<file path="src/rtl/anr_pkg.sv">
package anr_pkg;
  localparam int NUM_MODES = 5;
  typedef logic [NUM_MODES-1:0] mode_oh_t;
  // one-hot bit positions, ordered by rank (highest bit = best)
  localparam int M_TXFD = 4;
  localparam int M_T4   = 3;
  localparam int M_TXHD = 2;
  localparam int M_10FD = 1;
  localparam int M_10HD = 0;
  localparam mode_oh_t MODE_FALLBACK = mode_oh_t'(1 << M_10HD);
endpackage

</file>
<file path="src/rtl/anr_sel_check.sv">
module anr_sel_check #(
  parameter int SEL_W  = 5,
  parameter int SEL_OK = 1
) (
  input  logic [SEL_W-1:0] sel,
  output logic             ok
);
  localparam logic [SEL_W-1:0] OK_VAL = SEL_W'(SEL_OK);
  always_comb ok = (sel == OK_VAL);
endmodule

</file>
<file path="src/rtl/anr_prio_pick.sv">
module anr_prio_pick #(
  parameter int N = 5
) (
  input  logic [N-1:0] req,
  output logic [N-1:0] pick,
  output logic         any
);
  for (genvar i = 0; i < N; i++) begin : g_lvl
    if (i == N-1) begin : g_top
      assign pick[i] = req[i];
    end else begin : g_low
      assign pick[i] = req[i] & ~(|req[N-1:i+1]);
    end
  end
  assign any = |req;

  always_comb begin
    assert_pick_single_R2: assert ($onehot0(pick));
  end
endmodule

</file>
<file path="src/rtl/anr_result_reg.sv">
module anr_result_reg
  import anr_pkg::*;
(
  input  logic     clk,
  input  logic     rst_n,
  input  logic     load,
  input  mode_oh_t nxt_mode,
  input  logic     nxt_speed,
  input  logic     nxt_duplex,
  input  logic     nxt_none,
  output mode_oh_t mode,
  output logic     speed,
  output logic     duplex,
  output logic     none
);
  always_ff @(posedge clk or negedge rst_n) begin
    if (!rst_n) begin
      mode   <= MODE_FALLBACK;
      speed  <= 1'b0;
      duplex <= 1'b0;
      none   <= 1'b1;
    end else if (load) begin
      mode   <= nxt_mode;
      speed  <= nxt_speed;
      duplex <= nxt_duplex;
      none   <= nxt_none;
    end
  end

  assert_hold_R7: assert property (@(posedge clk) disable iff (!rst_n)
    !load |=> ($stable(mode) && $stable(speed) && $stable(duplex) && $stable(none)));
endmodule

</file>
<file path="src/rtl/anr_resolver.sv">
module anr_resolver
  import anr_pkg::*;
#(
  parameter int WORD_W   = 16,
  parameter int SEL_W    = 5,
  parameter int SEL_OK   = 1,
  parameter int ABIL_LSB = 5
) (
  input  logic              clk,
  input  logic              rst_n,
  input  logic              an_done,
  input  logic [WORD_W-1:0] local_adv,
  input  logic [WORD_W-1:0] partner_adv,
  output logic              speed_100,
  output logic              full_duplex,
  output logic [4:0]        mode_oh,
  output logic              no_common
);
  localparam int ABIL_MSB = ABIL_LSB + NUM_MODES - 1;
  localparam logic [SEL_W-1:0] SEL_GOOD = SEL_W'(SEL_OK);

  // field order inside the ability slice: [4]=T4 [3]=TXFD [2]=TX [1]=10FD [0]=10
  logic [NUM_MODES-1:0] shared;
  mode_oh_t             ranked;
  mode_oh_t             picked;
  logic                 any_shared;
  logic                 sel_good;
  logic                 resolved;
  mode_oh_t             nxt_mode;
  logic                 nxt_speed, nxt_duplex;
  mode_oh_t             mode_q;

  always_comb begin
    shared = local_adv[ABIL_MSB:ABIL_LSB] & partner_adv[ABIL_MSB:ABIL_LSB];
    ranked[M_TXFD] = shared[3];
    ranked[M_T4]   = shared[4];
    ranked[M_TXHD] = shared[2];
    ranked[M_10FD] = shared[1];
    ranked[M_10HD] = shared[0];
  end

  anr_sel_check #(.SEL_W(SEL_W), .SEL_OK(SEL_OK)) u_sel (
    .sel (partner_adv[SEL_W-1:0]),
    .ok  (sel_good)
  );

  anr_prio_pick #(.N(NUM_MODES)) u_pick (
    .req  (ranked),
    .pick (picked),
    .any  (any_shared)
  );

  always_comb begin
    resolved   = sel_good & any_shared;
    nxt_mode   = resolved ? picked : MODE_FALLBACK;
    nxt_speed  = nxt_mode[M_TXFD] | nxt_mode[M_T4] | nxt_mode[M_TXHD];
    nxt_duplex = nxt_mode[M_TXFD] | nxt_mode[M_10FD];
  end

  anr_result_reg u_res (
    .clk        (clk),
    .rst_n      (rst_n),
    .load       (an_done),
    .nxt_mode   (nxt_mode),
    .nxt_speed  (nxt_speed),
    .nxt_duplex (nxt_duplex),
    .nxt_none   (~resolved),
    .mode       (mode_q),
    .speed      (speed_100),
    .duplex     (full_duplex),
    .none       (no_common)
  );
  assign mode_oh = mode_q;

  assert_onehot_R3: assert property (@(posedge clk) disable iff (!rst_n)
    $countones(mode_oh) == 1);
  assert_speed_R4: assert property (@(posedge clk) disable iff (!rst_n)
    speed_100 == (mode_oh[M_TXFD] | mode_oh[M_T4] | mode_oh[M_TXHD]));
  assert_duplex_R4: assert property (@(posedge clk) disable iff (!rst_n)
    full_duplex == (mode_oh[M_TXFD] | mode_oh[M_10FD]));
  assert_badsel_R5: assert property (@(posedge clk) disable iff (!rst_n)
    (an_done && partner_adv[SEL_W-1:0] != SEL_GOOD) |=> no_common);
  assert_fallback_R6: assert property (@(posedge clk) disable iff (!rst_n)
    no_common |-> (mode_oh == MODE_FALLBACK && !speed_100 && !full_duplex));
endmodule

</file>
<file path="config.mk">
export PLATFORM = sky130hd
export DESIGN_NAME = anr_resolver
export DESIGN_NICKNAME = d
export VERILOG_FILES = /design/src/rtl/anr_pkg.sv /design/src/rtl/anr_sel_check.sv /design/src/rtl/anr_prio_pick.sv /design/src/rtl/anr_result_reg.sv /design/src/rtl/anr_resolver.sv
export SDC_FILE = /design/constraint.sdc
export NUM_CORES = 1
export LEC_CHECK = 0
export CORE_AREA = 10 10 50 52
export CTS_CLUSTER_SIZE = 40
export DETAILED_ROUTE_END_ITERATION = 6
export DIE_AREA = 0 0 60 62
export GPL_TIMING_DRIVEN = 0
export PLACE_DENSITY = 0.72
export SKIP_LAST_GASP = 1
export SLEW_MARGIN = 20
export SYNTH_ARGS = -nofsm -noshare
export SYNTH_HDL_FRONTEND = slang
export SYNTH_SLANG_ARGS = --single-unit
</file>
<file path="constraint.sdc">
create_clock -name clk -period 0.9 [get_ports clk]
set_input_delay 0.09 -clock clk [delete_from_list [all_inputs] [get_ports clk]]
set_output_delay 0.09 -clock clk [all_outputs]
set_load 0.1 [all_outputs]
</file>
==> out/qor.txt <==
DRT
------------------------------------------------------------------------------------
Detailed-router iteration count before antenna repair .................            4
DRT iter0 DRCs ........................................................           12
Routed wire length per instance .......................................      14.3 µm
Detail-routed via count per cell ......................................         4.75
DRC violations left ...................................................            0
ANT nets after route ..................................................            0
Total via count after detailed routing ................................          399
Routed Wire Length ....................................................      1200 µm

PLACED DESIGN
------------------------------------------------------------------------------------
Minimum setup slack after placement ...................................    -0.923 ns
# placed instances ....................................................           77
Final HPWL DP .........................................................       955 µm
PortBufs ..............................................................           24
Weighted congestion at the end of routability-driven global placement .        0.708

SYNTH
------------------------------------------------------------------------------------
Seq cells post-synth ..................................................            8
Post-synthesis sequential area ratio ..................................        54.9%
Synthesized instance count ............................................           36
Share of synthesized registers carrying an async set or reset .........         100%
Library cells used by synthesis .......................................           16
Mean Syn Cell Area ....................................................     10.3 µm²
Ys Warns ..............................................................            0
Number of enable-type register cells in the synthesized netlist .......            0
Post-synth top flop ...................................................      dfrtp_1
Post-Syn Nets .........................................................           71
Netlist area before placement .........................................      369 µm²

PWR
------------------------------------------------------------------------------------
Power per unit of standard cell area ..................................  1070 nW/µm²
Max IR drop VDD .......................................................     0.612 mV
Leakage power summed over all cells ...................................     0.307 nW

CRITICAL PATH
------------------------------------------------------------------------------------
Worst path depth ......................................................            1
Kind of cell adding the most delay to the critical path ...............   flip-flops
Data arrival time of the critical path ................................      1.05 ns
Type of the worst setup path ..........................................      reg2out
Register-to-register setup slack ......................................      0.09 ns
Capturing point of the worst reg2reg path ............................. u_res.mode[0]
Cells along the critical path .........................................       buf_12
Critical path startpoint .............................................. u_res.mode[0]
Startpoint of the most critical register-to-register path ............. u_res.mode[0]
Worst-path maximum fanout .............................................            2
Maximum cell stage delay along the critical path ......................      0.63 ns
Critical path startpoint category .....................................    flip-flop
Cell depth of the worst flop-to-flop path .............................            1
CP max-delay cell .....................................................      dfstp_4
Destination of the critical timing path ...............................   mode_oh[0]
CP bufs+invs ..........................................................            1
Data required, critical path ..........................................      0.81 ns
Nature of the critical path endpoint ..................................  output port

CTS
------------------------------------------------------------------------------------
Clock root buffer .....................................................     clkbuf_4
Sink Count ............................................................            8
Clock latency at the later pin of the worst-skew pair .................      0.25 ns
TritonCTS buffer count ................................................            3
TritonCTS clock tree ..................................................        built
CTS Hold Buffers Added ................................................            0
Max Root-Sink Buffers .................................................            2
Clk pin slew, worst setup/hold paths ..................................      0.06 ns
Deepest level of the CTS H-tree .......................................            1

FINAL LAYOUT
------------------------------------------------------------------------------------
Number of nets in the final layout ....................................          103
Antenna diodes ........................................................            0
Most frequent cells in the layout ..................................... buf_12 (8), clkdlybuf4s50_1 (7), inv_1 (6), o22ai_1 (5), dfrtp_4 (5)
Area growth syn-to-layout .............................................         112%
Count of non-filler cells in the finished layout ......................           84
Commonest non-fill, non-tap cell in the layout ........................       buf_12
Share of cells above drive strength 1 .................................        47.8%
Fillcell total ........................................................          152
Utilization of the core after routing .................................        48.5%

TIMING
------------------------------------------------------------------------------------
RSZ-0062 raised after global routing ..................................         true
Setup violators final .................................................            8
Measured slew at the worst slew-check pin .............................     0.367 ns
Number of pins with negative max-slew slack in the final report .......            0
Share of the clock period used by the worst path after layout .........         127%
Worst relative slew slack .............................................        75.5%
Clock skew after layout ...............................................         0 ns
Final-report hold violation count .....................................            0
PnR worst setup slack .................................................    -0.242 ns
Shortest period the worst path allows .................................      1.14 ns
Minimum hold slack ....................................................    0.0950 ns
Highest achievable clock rate .........................................      876 MHz

FLOORPLANNING
------------------------------------------------------------------------------------
I/O pin cnt ...........................................................           43
Die X-Extent ..........................................................        60 µm
Cell row count ........................................................           15
Chip height ...........................................................        62 µm
Die Footprint .........................................................     3720 µm²
Core region area ......................................................     1610 µm²
Starting density of the core ..........................................        22.9%

OUTCOME
------------------------------------------------------------------------------------
Violations in the final reports ....................................... setup timing
Result of the run ..................................................... finished with violations

GLOBAL ROUTE
------------------------------------------------------------------------------------
Largest net degree at the start of global routing .....................           10
Total global-route track usage ........................................        6.94%
Via count of the first global-routing pass ............................          427
Overflow left after global routing ....................................            0
Antenna violations before repair ......................................            0
Global-route wire length before repair ................................      1960 µm

JOB
------------------------------------------------------------------------------------
Max-cap viol count ....................................................            0

HOLD PATH
------------------------------------------------------------------------------------
HP Class ..............................................................       in2reg

## cells in the mapped netlist (2+ instances only)
cell     instances  area share, %
dfrtp_1          6             41
inv_1            6            6.1
o22ai_1          6             10
nand2_1          4            4.1
dfstp_2          2             14
nand3_1          2            2.7
## power by group
part / total, mW / switching (mW) / internal [mW] / leakage [nW]
clock: 0.296 / 0.126 / 0.170 / 0.0150
combinational: 0.175 / 0.0803 / 0.0944 / 0.200
sequential: 0.371 / 0.00410 / 0.367 / 0.0928
## kinds of logic (layout without fill, tap and decap cells)
kind of cell / after synthesis / count (layout) / share of synthesized area [%]
DFF: 8 / 8 / 54.9
AOI/OAI and AO/OA: 10 / 10 / 20.3
buffers and inverters: 7 / 38 / 8.14
and+or+nand+nor: 11 / 11 / 16.6
## stage by stage
step	area, µm²	TNS (ns)	power [mW]
5_1_grt	783	-1.23	0.899
3_5_place_dp	658	-10.53	0.539
3_3_place_gp	658	-10.39	0.538
4_1_cts	778	-1.07	0.845
2_1_floorplan	397	-0.265	0.442
6_report	783	-0.995	0.841
## layer usage
layer	wire [µm]	track usage (%)	vias to the layer above	part of all wire, %
met4	6	2.88	0	0.50
li1	-	-	195	-
met2	625	10.4	11	52
met5	0	0	-	0
met3	135	4.07	2	11
met1	429	7.80	191	36
## final cells by class
class / count / area, µm² / area share (%)
multi-input cells: 21 / 154 / 19.6
plain buffers: 1 / 7.51 / 0.958
flip-flops and latches: 8 / 230 / 29.4
repair buffers: 27 / 322 / 41.1
inverters: 6 / 22.5 / 2.88
clock buffers: 4 / 26.3 / 3.35
well taps: 17 / 21.3 / 2.72
## flip-flops by register name, summed over array words and instances (netlist names)
name,count
u_res.mode,5
u_res.duplex,1
u_res.speed,1
u_res.none,1
## how the worst min path moves through the flow
stage / cells past startpoint / to / from
2_1_floorplan: 0 / u_res.duplex / rst_n
3_3_place_gp: 2 / u_res.duplex / an_done
3_5_place_dp: 2 / u_res.duplex / an_done
4_1_cts: 2 / u_res.duplex / an_done
5_1_grt: 2 / u_res.duplex / an_done
6_report: 2 / u_res.duplex / an_done
## timing repair
item	CTS	global route
endpoints found under the setup margin	16	13
buffers inserted	2	1
resized for setup	83	11
pin swaps	3	5
(Power assumes the default switching activity.)
